## config.mk

```make
export PLATFORM = sky130hd
export DESIGN_NAME = mem_watch_mon
export DESIGN_NICKNAME = d
export VERILOG_FILES = /design/src/rtl/mwm_pkg.sv /design/src/rtl/mwm_watch_cmp.sv /design/src/rtl/mwm_cfg_regs.sv /design/src/rtl/mwm_status_reg.sv /design/src/rtl/mem_watch_mon.sv
export SDC_FILE = /design/constraint.sdc
export NUM_CORES = 1
export LEC_CHECK = 0
export ABC_CLOCK_PERIOD_IN_PS = 3600
export CORE_MARGIN = 10
export CORE_UTILIZATION = 60
export DETAILED_ROUTE_END_ITERATION = 6
export DONT_BUFFER_PORTS = 1
export PLACE_DENSITY = 0.74
export SLEW_MARGIN = 20
export SYNTH_ARGS = -nofsm -noshare
export SYNTH_HDL_FRONTEND = slang
export SYNTH_SLANG_ARGS = --single-unit
export TNS_END_PERCENT = 50
```

## constraint.sdc

```tcl
create_clock -name clk -period 3.6 [get_ports clk]
set_clock_uncertainty 0.15 [all_clocks]
set_input_delay 0.36 -clock clk [delete_from_list [all_inputs] [get_ports clk]]
set_output_delay 0.36 -clock clk [all_outputs]
set_load 0.05 [all_outputs]
```

## src/rtl/mwm_pkg.sv

```systemverilog
package mwm_pkg;
  localparam int NUM_REGION = 3;
  localparam int NUM_FLAG   = 2 * NUM_REGION;
  localparam int SEL_W      = 3;

  typedef enum logic [SEL_W-1:0] {
    SEL_STATUS  = 3'd0,
    SEL_STAT_EN = 3'd1,
    SEL_SIG_EN  = 3'd2,
    SEL_WATCH0  = 3'd3,
    SEL_WATCH1  = 3'd4,
    SEL_WATCH2  = 3'd5
  } reg_sel_e;

  function automatic int err_pos(input int region);
    return region;
  endfunction

  function automatic int hit_pos(input int region);
    return NUM_REGION + region;
  endfunction
endpackage

```

## src/rtl/mwm_watch_cmp.sv

```systemverilog
module mwm_watch_cmp #(
  parameter int AW = 16,
  localparam int WW = AW - 3
) (
  input  logic          clk,
  input  logic          rst_n,
  input  logic          valid_i,
  input  logic          write_i,
  input  logic          unalloc_i,
  input  logic [AW-1:0] addr_i,
  input  logic [WW-1:0] unit_i,
  input  logic          dir_i,
  output logic          err_ev_o,
  output logic          hit_ev_o
);
  logic          unit_eq;
  logic          dir_eq;
  logic [2:0]    unused_offset;

  assign unused_offset = addr_i[2:0];

  always_comb begin
    unit_eq  = (addr_i[AW-1:3] == unit_i);
    dir_eq   = (write_i == dir_i);
    err_ev_o = valid_i && unalloc_i;
    hit_ev_o = valid_i && unit_eq && dir_eq;
  end


  hit_needs_req_chk: assert property (@(posedge clk) disable iff (!rst_n)
    hit_ev_o |-> (valid_i && write_i == dir_i));


  err_needs_flag_chk: assert property (@(posedge clk) disable iff (!rst_n)
    err_ev_o |-> (valid_i && unalloc_i));
endmodule

```

## src/rtl/mwm_cfg_regs.sv

```systemverilog
module mwm_cfg_regs
  import mwm_pkg::*;
#(
  parameter int AW = 16,
  parameter int DW = 32,
  localparam int WW = AW - 3
) (
  input  logic                     clk,
  input  logic                     rst_n,
  input  logic                     reg_wr_i,
  input  logic [SEL_W-1:0]         reg_addr_i,
  input  logic [DW-1:0]            reg_wdata_i,
  input  logic [NUM_FLAG-1:0]      status_i,
  output logic [NUM_FLAG-1:0]      stat_en_o,
  output logic [NUM_FLAG-1:0]      sig_en_o,
  output logic [NUM_REGION*WW-1:0] unit_o,
  output logic [NUM_REGION-1:0]    dir_o,
  output logic [NUM_FLAG-1:0]      clr_o,
  output logic [DW-1:0]            reg_rdata_o
);
  logic [NUM_FLAG-1:0] stat_en_q, stat_en_d;
  logic [NUM_FLAG-1:0] sig_en_q, sig_en_d;
  logic                stat_en_we, sig_en_we;
  logic [WW-1:0]       unit_q [NUM_REGION];
  logic                dir_q  [NUM_REGION];
  logic                unused_wdata;

  assign unused_wdata = ^reg_wdata_i[DW-1:WW+1];

  always_comb begin
    stat_en_we = reg_wr_i && (reg_addr_i == SEL_STAT_EN);
    sig_en_we  = reg_wr_i && (reg_addr_i == SEL_SIG_EN);
    stat_en_d  = stat_en_we ? reg_wdata_i[NUM_FLAG-1:0] : stat_en_q;
    sig_en_d   = sig_en_we  ? reg_wdata_i[NUM_FLAG-1:0] : sig_en_q;
    clr_o      = (reg_wr_i && reg_addr_i == SEL_STATUS) ? reg_wdata_i[NUM_FLAG-1:0]
                                                        : '0;
  end

  always_ff @(posedge clk or negedge rst_n) begin
    if (!rst_n) begin
      stat_en_q <= '0;
      sig_en_q  <= '0;
    end else begin
      if (stat_en_we) stat_en_q <= stat_en_d;
      if (sig_en_we)  sig_en_q  <= sig_en_d;
    end
  end

  for (genvar g = 0; g < NUM_REGION; g++) begin : g_watch
    localparam logic [SEL_W-1:0] MY_SEL = SEL_W'(int'(SEL_WATCH0) + g);
    logic          we;
    logic [WW-1:0] unit_d;
    logic          dir_d;

    always_comb begin
      we     = reg_wr_i && (reg_addr_i == MY_SEL);
      unit_d = we ? reg_wdata_i[WW:1] : unit_q[g];
      dir_d  = we ? reg_wdata_i[0]    : dir_q[g];
    end

    always_ff @(posedge clk or negedge rst_n) begin
      if (!rst_n) begin
        unit_q[g] <= '0;
        dir_q[g]  <= 1'b0;
      end else if (we) begin
        unit_q[g] <= unit_d;
        dir_q[g]  <= dir_d;
      end
    end

    assign unit_o[g*WW +: WW] = unit_q[g];
    assign dir_o[g]           = dir_q[g];


    watch_load_chk: assert property (@(posedge clk) disable iff (!rst_n)
      (reg_wr_i && reg_addr_i == MY_SEL) |=>
        (unit_o[g*WW +: WW] == $past(reg_wdata_i[WW:1]) && dir_o[g] == $past(reg_wdata_i[0])));
  end

  always_comb begin
    reg_rdata_o = '0;
    case (reg_addr_i)
      SEL_STATUS:  reg_rdata_o[NUM_FLAG-1:0] = status_i;
      SEL_STAT_EN: reg_rdata_o[NUM_FLAG-1:0] = stat_en_q;
      SEL_SIG_EN:  reg_rdata_o[NUM_FLAG-1:0] = sig_en_q;
      default: begin
        for (int i = 0; i < NUM_REGION; i++) begin
          if (reg_addr_i == SEL_W'(int'(SEL_WATCH0) + i)) begin
            reg_rdata_o[WW:0] = {unit_q[i], dir_q[i]};
          end
        end
      end
    endcase
  end

  assign stat_en_o = stat_en_q;
  assign sig_en_o  = sig_en_q;


  stat_en_load_chk: assert property (@(posedge clk) disable iff (!rst_n)
    stat_en_we |=> stat_en_o == $past(reg_wdata_i[NUM_FLAG-1:0]));


  mask_idle_chk: assert property (@(posedge clk) disable iff (!rst_n)
    !(reg_wr_i && (reg_addr_i == SEL_STAT_EN || reg_addr_i == SEL_SIG_EN)) |=>
      ($stable(stat_en_o) && $stable(sig_en_o)));
endmodule

```

## src/rtl/mwm_status_reg.sv

```systemverilog
module mwm_status_reg
  import mwm_pkg::*;
(
  input  logic                clk,
  input  logic                rst_n,
  input  logic [NUM_FLAG-1:0] ev_i,
  input  logic [NUM_FLAG-1:0] stat_en_i,
  input  logic [NUM_FLAG-1:0] sig_en_i,
  input  logic [NUM_FLAG-1:0] clr_i,
  output logic [NUM_FLAG-1:0] status_o,
  output logic                irq_o
);
  logic [NUM_FLAG-1:0] status_q, status_d;
  logic [NUM_FLAG-1:0] set_v;
  logic                irq_q, irq_d;

  always_comb begin
    set_v    = ev_i & stat_en_i;
    status_d = (status_q & ~clr_i) | set_v;
    irq_d    = |(status_q & sig_en_i);
  end

  always_ff @(posedge clk or negedge rst_n) begin
    if (!rst_n) begin
      status_q <= '0;
      irq_q    <= 1'b0;
    end else begin
      status_q <= status_d;
      irq_q    <= irq_d;
    end
  end

  assign status_o = status_q;
  assign irq_o    = irq_q;


  no_spurious_set_chk: assert property (@(posedge clk) disable iff (!rst_n)
    1'b1 |=> ((status_q & ~$past(status_q) & ~$past(ev_i & stat_en_i)) == '0));


  sticky_flag_chk: assert property (@(posedge clk) disable iff (!rst_n)
    1'b1 |=> (($past(status_q) & ~$past(clr_i) & ~status_q) == '0));


  event_wins_chk: assert property (@(posedge clk) disable iff (!rst_n)
    ((ev_i & stat_en_i & clr_i) != '0) |=>
      ((status_q & $past(ev_i & stat_en_i & clr_i)) == $past(ev_i & stat_en_i & clr_i)));


  irq_source_chk: assert property (@(posedge clk) disable iff (!rst_n)
    irq_o |-> $past(|(status_o & sig_en_i)));
endmodule

```

## src/rtl/mem_watch_mon.sv

```systemverilog
module mem_watch_mon
  import mwm_pkg::*;
#(
  parameter int AW = 16,
  parameter int DW = 32
) (
  input  logic                     clk,
  input  logic                     rst_n,
  input  logic [NUM_REGION-1:0]    acc_valid,
  input  logic [NUM_REGION-1:0]    acc_write,
  input  logic [NUM_REGION-1:0]    acc_unalloc,
  input  logic [NUM_REGION*AW-1:0] acc_addr,
  input  logic                     reg_wr,
  input  logic [SEL_W-1:0]         reg_addr,
  input  logic [DW-1:0]            reg_wdata,
  output logic [DW-1:0]            reg_rdata,
  output logic [NUM_FLAG-1:0]      status_o,
  output logic                     irq
);
  localparam int WW = AW - 3;

  logic [NUM_FLAG-1:0]      ev;
  logic [NUM_FLAG-1:0]      stat_en;
  logic [NUM_FLAG-1:0]      sig_en;
  logic [NUM_FLAG-1:0]      clr;
  logic [NUM_REGION*WW-1:0] unit;
  logic [NUM_REGION-1:0]    dir;

  for (genvar g = 0; g < NUM_REGION; g++) begin : g_region
    logic err_ev, hit_ev;

    mwm_watch_cmp #(.AW(AW)) u_cmp (
      .clk       (clk),
      .rst_n     (rst_n),
      .valid_i   (acc_valid[g]),
      .write_i   (acc_write[g]),
      .unalloc_i (acc_unalloc[g]),
      .addr_i    (acc_addr[g*AW +: AW]),
      .unit_i    (unit[g*WW +: WW]),
      .dir_i     (dir[g]),
      .err_ev_o  (err_ev),
      .hit_ev_o  (hit_ev)
    );

    assign ev[err_pos(g)] = err_ev;
    assign ev[hit_pos(g)] = hit_ev;
  end

  mwm_cfg_regs #(.AW(AW), .DW(DW)) u_cfg (
    .clk         (clk),
    .rst_n       (rst_n),
    .reg_wr_i    (reg_wr),
    .reg_addr_i  (reg_addr),
    .reg_wdata_i (reg_wdata),
    .status_i    (status_o),
    .stat_en_o   (stat_en),
    .sig_en_o    (sig_en),
    .unit_o      (unit),
    .dir_o       (dir),
    .clr_o       (clr),
    .reg_rdata_o (reg_rdata)
  );

  mwm_status_reg u_status (
    .clk       (clk),
    .rst_n     (rst_n),
    .ev_i      (ev),
    .stat_en_i (stat_en),
    .sig_en_i  (sig_en),
    .clr_i     (clr),
    .status_o  (status_o),
    .irq_o     (irq)
  );


  err_needs_req_chk: assert property (@(posedge clk) disable iff (!rst_n)
    ((status_o[NUM_REGION-1:0] & ~$past(status_o[NUM_REGION-1:0])) != '0) |->
      ($past(acc_valid & acc_unalloc) != '0));
endmodule

```

==> results.yml, run 1 <==
setup_path:
  worstPathArrival_ns: 1.98
  worstSetupStartpointType: "flop"
  r2r_cells: 4
  crit_fanout: 4
  worst-setup-path-type: "reg2out"
  reg2reg_slack_ns: 1.90
  r2r-end: "u_status.status_o[5]"
  r2r-start: "u_cfg.unit_o[34]"
  worstPathRequired_ns: 3.09
  cp-end-kind: "output pin"
placement:
  postPlaceCellArea_mm2: 0.00353
  place_hpwl_um: 6780
  gp_congestion: 0.839
  port_buffers: 0
hold_path:
  worstHoldPathCells: 1
  whs_endpoint: "u_cfg.unit_o[4]"
  worstHoldStart: "reg_wdata[5]"
  hold_path_class: "in2reg"
global_route:
  grt_usage_pct: 18.5
  antenna_found_initial: 0
  first_global_vias: 2473
  grt_pass1_wl_um: 13800
  overflow: 0
  grt_max_degree: 62
synth:
  ys_seq_area_share_pct: 42.9
  yosys.area.top_type: "dfrtp_1"
  netlist_instances: 289
  synth-edff-count: 0
  avgSynthCellArea_um2: 12.3
  yosysWarnings: 0
  synthTopCellsByArea: "dfrtp_1, mux2_4, mux2_2, xnor2_1, mux2i_1"
  syn_area_mm2: 0.00356
  async_flop_share_pct: 100
  synth-seq-cells: 61
  synth_top_area_share_pct: 42.9
  synth_flop_cell: "dfrtp_1"
  synth.distinct_cells: 33
floorplanning:
  die-area_mm2: 0.00941
  core_area_mm2: 0.00564
  ios: 134
  die_w_um: 97.0
  rows: 27
  die_y_um: 97.0
  initial_core_util_pct: 63.0
cells_and_area:
  num-nets-final: 398
  finalInstanceArea_mm2: 0.00379
  area_growth_pct: 6.62
  nFillCells: 441
  layout-drive-gt1-share_pct: 23.5
  antenna_cells: 0
clock_tree:
  post-cts-setup-buffers: 0
  cts.sinks: 61
  htree_num_levels: 3
  tritoncts: "done"
  post_cts_resized: 0
  hold_buffers: 8
  path_clk_slew_ns: 0.07
  root_buffer: "clkbuf_8"
  numCtsBuffers: 9
  worst_skew_pair.late_latency_ns: 0.33
  cts_buffer_depth: 2
sta:
  post-route-min-period_ns: 2.49
  finalCritPeriodShare_pct: 69.1
  whs_ns: 0.00465
  setup_tns_ns: 0
  max-slew-margin-rel_pct: 34.3
  worst_slew_pin_slew_ns: 0.979
  report.final.setup_viol: 0
  final_hold_viol_count: 0
  slew_viol_final: 0
  max_freq_mhz: 402
  rsz0062_at_grt: "false"
run_status:
  status: "finished, final reports clean"
route:
  final_antenna_net_count: 0
  post_drt_wl_per_cell_um: 23.8
  drc: 0
  wirelength_um: 9030
  first_pass_iters: 4
  via_count: 2326
  drt_first_iter_violations: 84
  viasPerCell: 6.14
power:
  p_leak_nw: 1.67
  powerDensity_mw_per_mm2: 555
  irDropWorstVdd_mv: 0.349
flow_run:
  cap_violations: 0
==> state kept, by name, indices dropped and copies added (netlist names) <==
| signal | count |
|---|---|
| u_cfg.unit_o | 39 |
| u_cfg.dir_o | 3 |
| u_status.irq_o | 1 |
| u_cfg.sig_en_o | 6 |
| u_cfg.stat_en_o | 6 |
| u_status.status_o | 6 |
==> synth_stat cells, types with 2 or more instances <==
master,count
nand3_1,4
o21ai_0,2
a32o_1,4
a22oi_1,3
dfrtp_1,61
nor4_1,6
mux2_1,10
nand2_1,21
nand4b_4,2
xnor2_1,23
nand4_1,5
buf_6,3
mux2_4,20
nor2_1,7
o221ai_1,6
mux2_2,24
xor2_1,19
o21ai_1,6
mux2i_1,20
buf_4,21
a21oi_1,6
a22o_1,2
buf_2,4
==> through the flow <==
step / power, mW / setup slack (ns) / instances / utilization (%)
6_report: 2.10 / 1.11 / 379 / 67.2
5_1_grt: 2.20 / 1.10 / 379 / 67.2
4_1_cts: 2.11 / 1.15 / 379 / 67.2
3_5_place_dp: 1.58 / 1.53 / 356 / 62.7
3_3_place_gp: 1.55 / 1.57 / 356 / 62.7
2_1_floorplan: 1.48 / 1.07 / 306 / -
==> critical path, stage by stage (launching register included) <==
cell	delay, ns
dfrtp_1	0.72
mux2i_1	0.14
nor2_1	0.13
a21oi_1	0.06
o221ai_1	0.31
buf_4	0.27
==> report_power, final <==
group | internal (mW) | switching, mW | total [mW]
clock network | 0.263 | 0.253 | 0.516
logic | 0.274 | 0.291 | 0.566
registers | 0.832 | 0.190 | 1.02
==> cells in the final DEF (no fill, tap or decap), types with 2 or more instances in the layout <==
master         count
a21oi_1            6
a22o_1             2
a22oi_1            3
a32o_1             4
buf_4              8
clkbuf_1           3
clkbuf_8          10
clkinv_2           2
conb_1            18
dfrtp_1           61
dlygate4sd3_1      7
mux2_1            10
mux2_2            24
mux2_4            20
mux2i_1           20
nand2_1           21
nand3_1            4
nand4_1            5
nand4b_4           2
nor2_1             7
nor4_1             6
o21ai_1            8
o221ai_1           6
xnor2_1           23
xor2_1            19
==> metal layers <==
metal	global-route usage (%)	vias to the layer above	wire [um]
met3	7.67	19	1030
met1	21.6	1156	3580
met4	8.12	0	182
met2	29.1	120	4240
li1	-	1031	-
met5	0	-	0
==> cell type report <==
type / instances / area (um2) / share of cell area, %
multi-input cells: 215 / 1860 / 49.0
repair buffers: 16 / 158 / 4.16
clock buffers: 13 / 149 / 3.93
flip-flops and latches: 61 / 1530 / 40.3
well taps: 72 / 90.1 / 2.38
clock inverters: 2 / 10.0 / 0.264
==> cell families (layout without fill, tap and decap cells) <==
kind of cell,count (synthesis),in the layout,synth area share (%)
flops,61,61,42.9
compound gates,29,29,5.70
other cells,1,18,0.105
buf+inv,30,31,6.61
xor+xnor,42,42,10.3
simple gates,52,52,9.47
mux,74,74,24.8
==> worst max-delay path by stage <==
stage,start,end,slack [ns]
global placement,u_status.status_o[3],reg_rdata[3],1.57
detailed placement,u_status.status_o[3],reg_rdata[3],1.53
floorplan,reg_addr[0],reg_rdata[12],1.07
finish,u_status.status_o[3],reg_rdata[3],1.11
global route,u_status.status_o[3],reg_rdata[3],1.10
CTS,u_status.status_o[3],reg_rdata[3],1.15
(Power assumes the default switching activity.)
==> run 2, diff against run 1 <==
--- a/config.mk
+++ b/config.mk
@@ -5,7 +5,8 @@
 export SDC_FILE = /design/constraint.sdc
 export NUM_CORES = 1
 export LEC_CHECK = 0
-export ABC_CLOCK_PERIOD_IN_PS = 3600
+export ABC_AREA = 1
+export ABC_CLOCK_PERIOD_IN_PS = 2400
 export CORE_MARGIN = 10
 export CORE_UTILIZATION = 60
 export DETAILED_ROUTE_END_ITERATION = 6
==> constraint.sdc (replaced) <==
create_clock -name clk -period 2.4 [get_ports clk]
set_clock_uncertainty 0.15 [all_clocks]
set_input_delay 0.24 -clock clk [delete_from_list [all_inputs] [get_ports clk]]
set_output_delay 0.24 -clock clk [all_outputs]
set_load 0.05 [all_outputs]
==> run 2 against run 1 <==
Sequential share of layout area down 4.1 points. Synthesized cell count up 97%. Critical path type unchanged. Largest power group unchanged. Count of clock-buffer cells in the layout unchanged. Sequential power up 40%. Utilization up 3.3 points. Worst setup slack worse by 0.83 ns. Hold slack better by 0.039 ns. Clock power up 85%. Die area up 4.5%. Non-clock buffer count up 18. First-iteration DRC count rose to 3.0 times the previous value.
==> results.yml, run 2 <==
setup_path:
  worstSetupStartpointType: "flop"
  cp_slowest_cell: "dfrtp_1"
  path_cells: "inv_1 -> nor2_1 -> nor3_1 -> nand3_1 -> buf_4"
  cp-end-kind: "output pin"
  max_stage_delay_ns: 0.58
  critPathTopFamily: "flip-flops"
  crit_fanout: 3
  worst-path-buf-inv: 2
  worstPathRequired_ns: 2.01
  worst-setup-path-type: "reg2out"
  worstPathArrival_ns: 1.73
route:
  post_drt_wl_per_cell_um: 15.2
  wirelength_um: 10300
  drc: 0
  final_antenna_net_count: 0
  via_count: 3517
  viasPerCell: 5.18
  drt_first_iter_violations: 254
  first_pass_iters: 5
synth:
  synthXorXnorAreaFrac_pct: 0.699
  yosys.area_share.adder_pct: 0
  avgSynthCellArea_um2: 6.61
  synth-edff-count: 0
  synth_flop_cell: "dfrtp_1"
  ys_top_cells_by_count: "nand2_1, inv_1, dfrtp_1"
  yosysMostFrequentCell: "nand2_1"
  yosys.area.top_type: "dfrtp_1"
  syn_area_mm2: 0.00376
  muxShareOfSynthArea_pct: 0
  synth-seq-cells: 61
  yosysWarnings: 0
  synth_top_area_share_pct: 40.6
  ys_seq_area_share_pct: 40.6
  synth-simple-area-share_pct: 30.1
  synth.distinct_cells: 26
  synth_compound_area_share_pct: 11.7
  synth_top_family_by_area: "simple AND/OR/NAND/NOR gates"
  synthTopCellsByArea: "dfrtp_1, nand2_1, inv_1, o21ai_1, nor2_1"
  async_flop_share_pct: 100
  netlist_instances: 569
global_route:
  antenna_found_initial: 0
  first_global_vias: 3270
  grt_usage_pct: 20.8
  grt_max_degree: 62
  overflow: 0
  grt_pass1_wl_um: 16400
cells_and_area:
  most-common-layout-cells: "nand2_1, inv_1, dfrtp_1"
  largest_reg_flops: 39
  nFillCells: 544
  antenna_cells: 0
  num-nets-final: 694
  multi_input_area_mm2: 0.00166
  layout_commonest_cell: "nand2_1"
  seq_area_mm2: 0.00153
  layout-drive-gt1-share_pct: 7.12
  area_growth_pct: 12.4
clock_tree:
  numCtsBuffers: 9
  root_buffer: "clkbuf_8"
  path_clk_slew_ns: 0.07
  cts.sinks: 61
  htree_num_levels: 3
  worst_skew_pair.late_latency_ns: 0.34
  tritoncts: "done"
  cts_buffer_depth: 2
  post_cts_resized: 0
flow_run:
  cap_violations: 0
sta:
  worst_slew_pin_slew_ns: 0.631
  slew_viol_final: 0
  finalCritPeriodShare_pct: 88.3
  setup_tns_ns: 0
  max-slew-margin-rel_pct: 57.8
  final_hold_viol_count: 0
  rsz0062_at_grt: "false"
  post-route-min-period_ns: 2.12
  report.final.setup_viol: 0
  max_freq_mhz: 472
floorplanning:
  core_area_mm2: 0.00599
  ios: 134
  die_w_um: 99.1
  die_y_um: 99.1
  initial_core_util_pct: 62.7
  die-area_mm2: 0.00983
  rows: 28
placement:
  port_buffers: 0
  gp_congestion: 0.877
  place_hpwl_um: 8010
power:
  irDropWorstVdd_mv: 0.478
  p_leak_nw: 2.35
  finalPower_mw: 3.29
  powerDensity_mw_per_mm2: 779
hold_path:
  hold_path_class: "in2reg"
run_status:
  status: "finished, final reports clean"
## run 2: changes by cell type in the layout (fill, tap and decap cells not counted), moves of 10 or more
cell	previous run	this run
nand2_1	21	210
inv_1	0	107
o21ai_1	8	48
nor2_1	7	39
mux2_2	24	0
mux2_4	20	0
mux2i_1	20	0
xnor2_1	23	3
xor2_1	19	0
nand3_1	4	17
o21ai_0	0	13
buf_4	8	18
mux2_1	10	0
## run 2: power breakdown
part	total, mW	leakage (nW)	internal [mW]	switching [mW]
Clock	0.954	0.106	0.563	0.391
Combinational	0.904	1.48	0.299	0.605
Sequential	1.43	0.765	1.22	0.210
Total	3.29	2.35	2.08	1.21
## run 2: routing by layer
layer  GRT usage, %  vias up  routed length [um]
met2           30.6      151                4550
met4           7.50        0                 167
met5              0        -                   0
met1           27.7     1589                4300
li1               -     1764                   -
met3           6.92       13                1280
## run 2: kinds of logic (layout without fill, tap and decap cells)
family	after synthesis	after routing
buffers and inverters	143	161
DFF	61	61
xor gates and xnor gates	3	3
other	1	18
AOI/OAI and AO/OA	80	80
and+or+nand+nor	281	281
## run 2: layout make-up
class | count | share of cell area, %
Clock inverter | 3 | 1.01
Inverter | 111 | 9.86
Sequential cell | 61 | 36.1
Tap cell | 75 | 2.22
Multi-Input combinational cell | 382 | 39.4
Clock buffer | 13 | 4.00
Timing Repair Buffer | 34 | 7.40
## run 2: path summary, 6_finish.rpt
| check | from | to | slack [ns] | depth (start not counted) |
|---|---|---|---|---|
| min in group asynchronous | rst_n | u_cfg.unit_o[35] | 0.28 | 2 |
| worst min register to register | u_cfg.sig_en_o[4] | u_cfg.sig_en_o[4] | 0.34 | 2 |
| worst min-delay path | reg_wdata[5] | u_cfg.unit_o[30] | 0.04 | 2 |
| worst max-delay path | u_status.status_o[3] | reg_rdata[3] | 0.28 | 5 |
| max in group asynchronous | rst_n | u_cfg.unit_o[10] | 1.56 | 2 |
| worst max register to register | u_cfg.stat_en_o[0] | u_status.status_o[0] | 1.02 | 3 |
## run 2: worst register-to-register path, cell delays in order (launching register included)
cell	delay, ns
dfrtp_1	0.41
nand3_1	0.09
dlygate4sd3_1	0.55
nand2_1	0.06
## run 2: repair_timing
action / CTS / global route
hold buffers: 16 / 0
buffers inserted: 0 / 0
hold endpoints to repair: 85 / 0
setup endpoints to repair: 0 / 0
## run 2: metrics by stage
step	area [um2]	hold slack, ns	utilization, %	worst slack, ns	std cells
2_1_floorplan	3820	-0.206	-	0.343	586
3_5_place_dp	3840	-0.204	64.0	0.594	647
6_report	4230	0.0439	70.5	0.280	679
3_3_place_gp	3840	-0.203	64.0	0.591	647
5_1_grt	4230	0.0463	70.5	0.196	679
4_1_cts	4230	0.0263	70.5	0.249	679
==> run 3, diff against run 2 <==
--- a/config.mk
+++ b/config.mk
@@ -5,7 +5,6 @@
 export SDC_FILE = /design/constraint.sdc
 export NUM_CORES = 1
 export LEC_CHECK = 0
-export ABC_AREA = 1
 export ABC_CLOCK_PERIOD_IN_PS = 2400
 export CORE_MARGIN = 10
 export CORE_UTILIZATION = 60
==> run 3 against run 2 <==
Combinational power is 2.5% higher. Global-route usage is 0.80 points lower. Highest routed layer unchanged. Die area is 4.3% lower. Sequential power is 8% higher. Critical path depth stayed put. Non-clock buffer count is 7 higher. Fmax is 5.5% lower. Clock power is 9% higher. Critical endpoint is now reg_rdata[4]. Register-to-register slack worse by 0.37 ns.
==> results.yml, run 3 (same netlist as run 1, synthesis figures left out) <==
setup_path:
  worstPathRequired_ns: 2.01
  worstPathArrival_ns: 1.85
  worst-setup-path-type: "reg2out"
  critPathTopFamily: "flip-flops"
  worst-path-buf-inv: 1
  cp-end-kind: "output pin"
  max_stage_delay_ns: 0.72
  cp_slowest_cell: "dfrtp_1"
  crit_fanout: 4
  path_cells: "mux2i_1 -> nor2_1 -> a21oi_1 -> o221ai_1 -> buf_4"
  worstSetupStartpointType: "flop"
sta:
  slew_viol_final: 0
  final_hold_viol_count: 0
  worst_slew_pin_slew_ns: 0.590
  setup_tns_ns: 0
  finalCritPeriodShare_pct: 93.5
  max-slew-margin-rel_pct: 60.7
  setup_ws_ns: 0.157
  report.final.setup_viol: 0
  max_freq_mhz: 446
  rsz0062_at_grt: "false"
  post-route-min-period_ns: 2.24
global_route:
  grt_use_met1_pct: 23.7
  grt_busiest_layer: "met2"
  met2_usage_pct: 30.9
  grt_usage_pct: 20.0
  overflow: 0
  grt_max_degree: 62
  grt_pass1_wl_um: 14900
  antenna_found_initial: 0
  grtUsageMet3_pct: 8.16
  first_global_vias: 2637
power:
  powerDensity_mw_per_mm2: 857
  p_leak_nw: 1.82
  irDropWorstVdd_mv: 0.559
clock_tree:
  tritoncts: "done"
  numCtsBuffers: 9
  worst_skew_pair.late_latency_ns: 0.34
  cts_buffer_depth: 2
  cts.sinks: 61
  post-cts-setup-buffers: 0
  htree_num_levels: 3
  root_buffer: "clkbuf_8"
  path_clk_slew_ns: 0.06
cells_and_area:
  antenna_cells: 0
  area_growth_pct: 15.1
  largest_reg_flops: 39
  layout_commonest_cell: "dfrtp_1"
  num-nets-final: 423
  fin_cells: 405
  most-common-layout-cells: "dfrtp_1, mux2_2, xnor2_1"
  layout-drive-gt1-share_pct: 25.8
route:
  wirelength_um: 9610
  drt_first_iter_violations: 150
  drc: 0
  viasPerCell: 5.95
  via_count: 2411
  first_pass_iters: 4
  post_drt_wl_per_cell_um: 23.7
  final_antenna_net_count: 0
floorplanning:
  core_area_mm2: 0.00564
  ios: 134
  initial_core_util_pct: 63.0
  die_w_um: 97.0
  die-area_mm2: 0.00941
  die_y_um: 97.0
  rows: 27
placement:
  dpl.cell_count: 367
  port_buffers: 0
  place_hpwl_um: 6980
  gp_congestion: 0.855
  place_ws_ns: 0.530
flow_run:
  cap_violations: 0
hold_path:
  hold_path_class: "in2reg"
run_status:
  status: "finished, final reports clean"
run 3: changes by cell type in the layout (fill, tap and decap cells not counted), moves of 8 or more:
cell | previous run | this run
inv_1 | 107 | 0
mux2_1 | 0 | 10
mux2_2 | 0 | 24
mux2_4 | 0 | 20
mux2i_1 | 0 | 20
nand2_1 | 210 | 21
nand3_1 | 17 | 4
nor2_1 | 39 | 7
o21ai_0 | 13 | 0
o21ai_1 | 48 | 8
o22ai_1 | 8 | 0
xnor2_1 | 3 | 23
xor2_1 | 0 | 19
run 3: per-stage QoR:
stage | util, % | total power [mW] | hold WS (ns) | instance area [um2]
floorplan | - | 2.22 | -0.206 | 3620
global placement | 64.3 | 2.36 | -0.203 | 3630
detailed placement | 64.3 | 2.39 | -0.203 | 3630
CTS | 72.5 | 3.52 | 0.00806 | 4090
global route | 72.5 | 3.66 | 0.0235 | 4090
finish | 72.5 | 3.51 | 0.0135 | 4090
run 3: layout make-up:
class                           count  area [um2]
Clock buffer                       12         155
Clock inverter                      4        70.1
Fill cell                         403        1550
Multi-Input combinational cell    215        1860
Sequential cell                    61        1530
Tap cell                           72        90.1
Timing Repair Buffer               41         393
run 3: path summary, 6_finish.rpt:
| check | to | cells past startpoint | slack, ns | startpoint |
|---|---|---|---|---|
| max | reg_rdata[4] | 5 | 0.16 | u_status.status_o[4] |
| min | u_status.status_o[5] | 3 | 0.01 | reg_addr[1] |
| max reg2reg | u_status.status_o[0] | 2 | 0.65 | u_status.status_o[0] |
| min reg2reg | u_cfg.stat_en_o[1] | 1 | 0.39 | u_cfg.stat_en_o[1] |
| max in group asynchronous | u_status.status_o[1] | 2 | 1.55 | rst_n |
| min in group asynchronous | u_cfg.unit_o[37] | 2 | 0.27 | rst_n |
run 3: worst min-delay path: stages:
cell and delay (ns):
nor4b_4 0.05, nand2_1 0.07, a32o_1 0.11
run 3: routing by layer:
layer  vias to the layer above  routed length [um]
li1                       1077                   -
met1                      1200                3730
met2                       113                4640
met3                        21                 989
met4                         0                 245
met5                         -                   0
run 3: timing repair:
action                    CTS  global route
hold buffers               22             0
hold endpoints to repair  121             0
resized for setup           0             0
run 3: where the power goes:
| part | internal (mW) | switching, mW | total [mW] |
|---|---|---|---|
| sequential | 1.25 | 0.291 | 1.54 |
| clock | 0.639 | 0.404 | 1.04 |
| combinational | 0.461 | 0.466 | 0.927 |
| total | 2.35 | 1.16 | 3.51 |
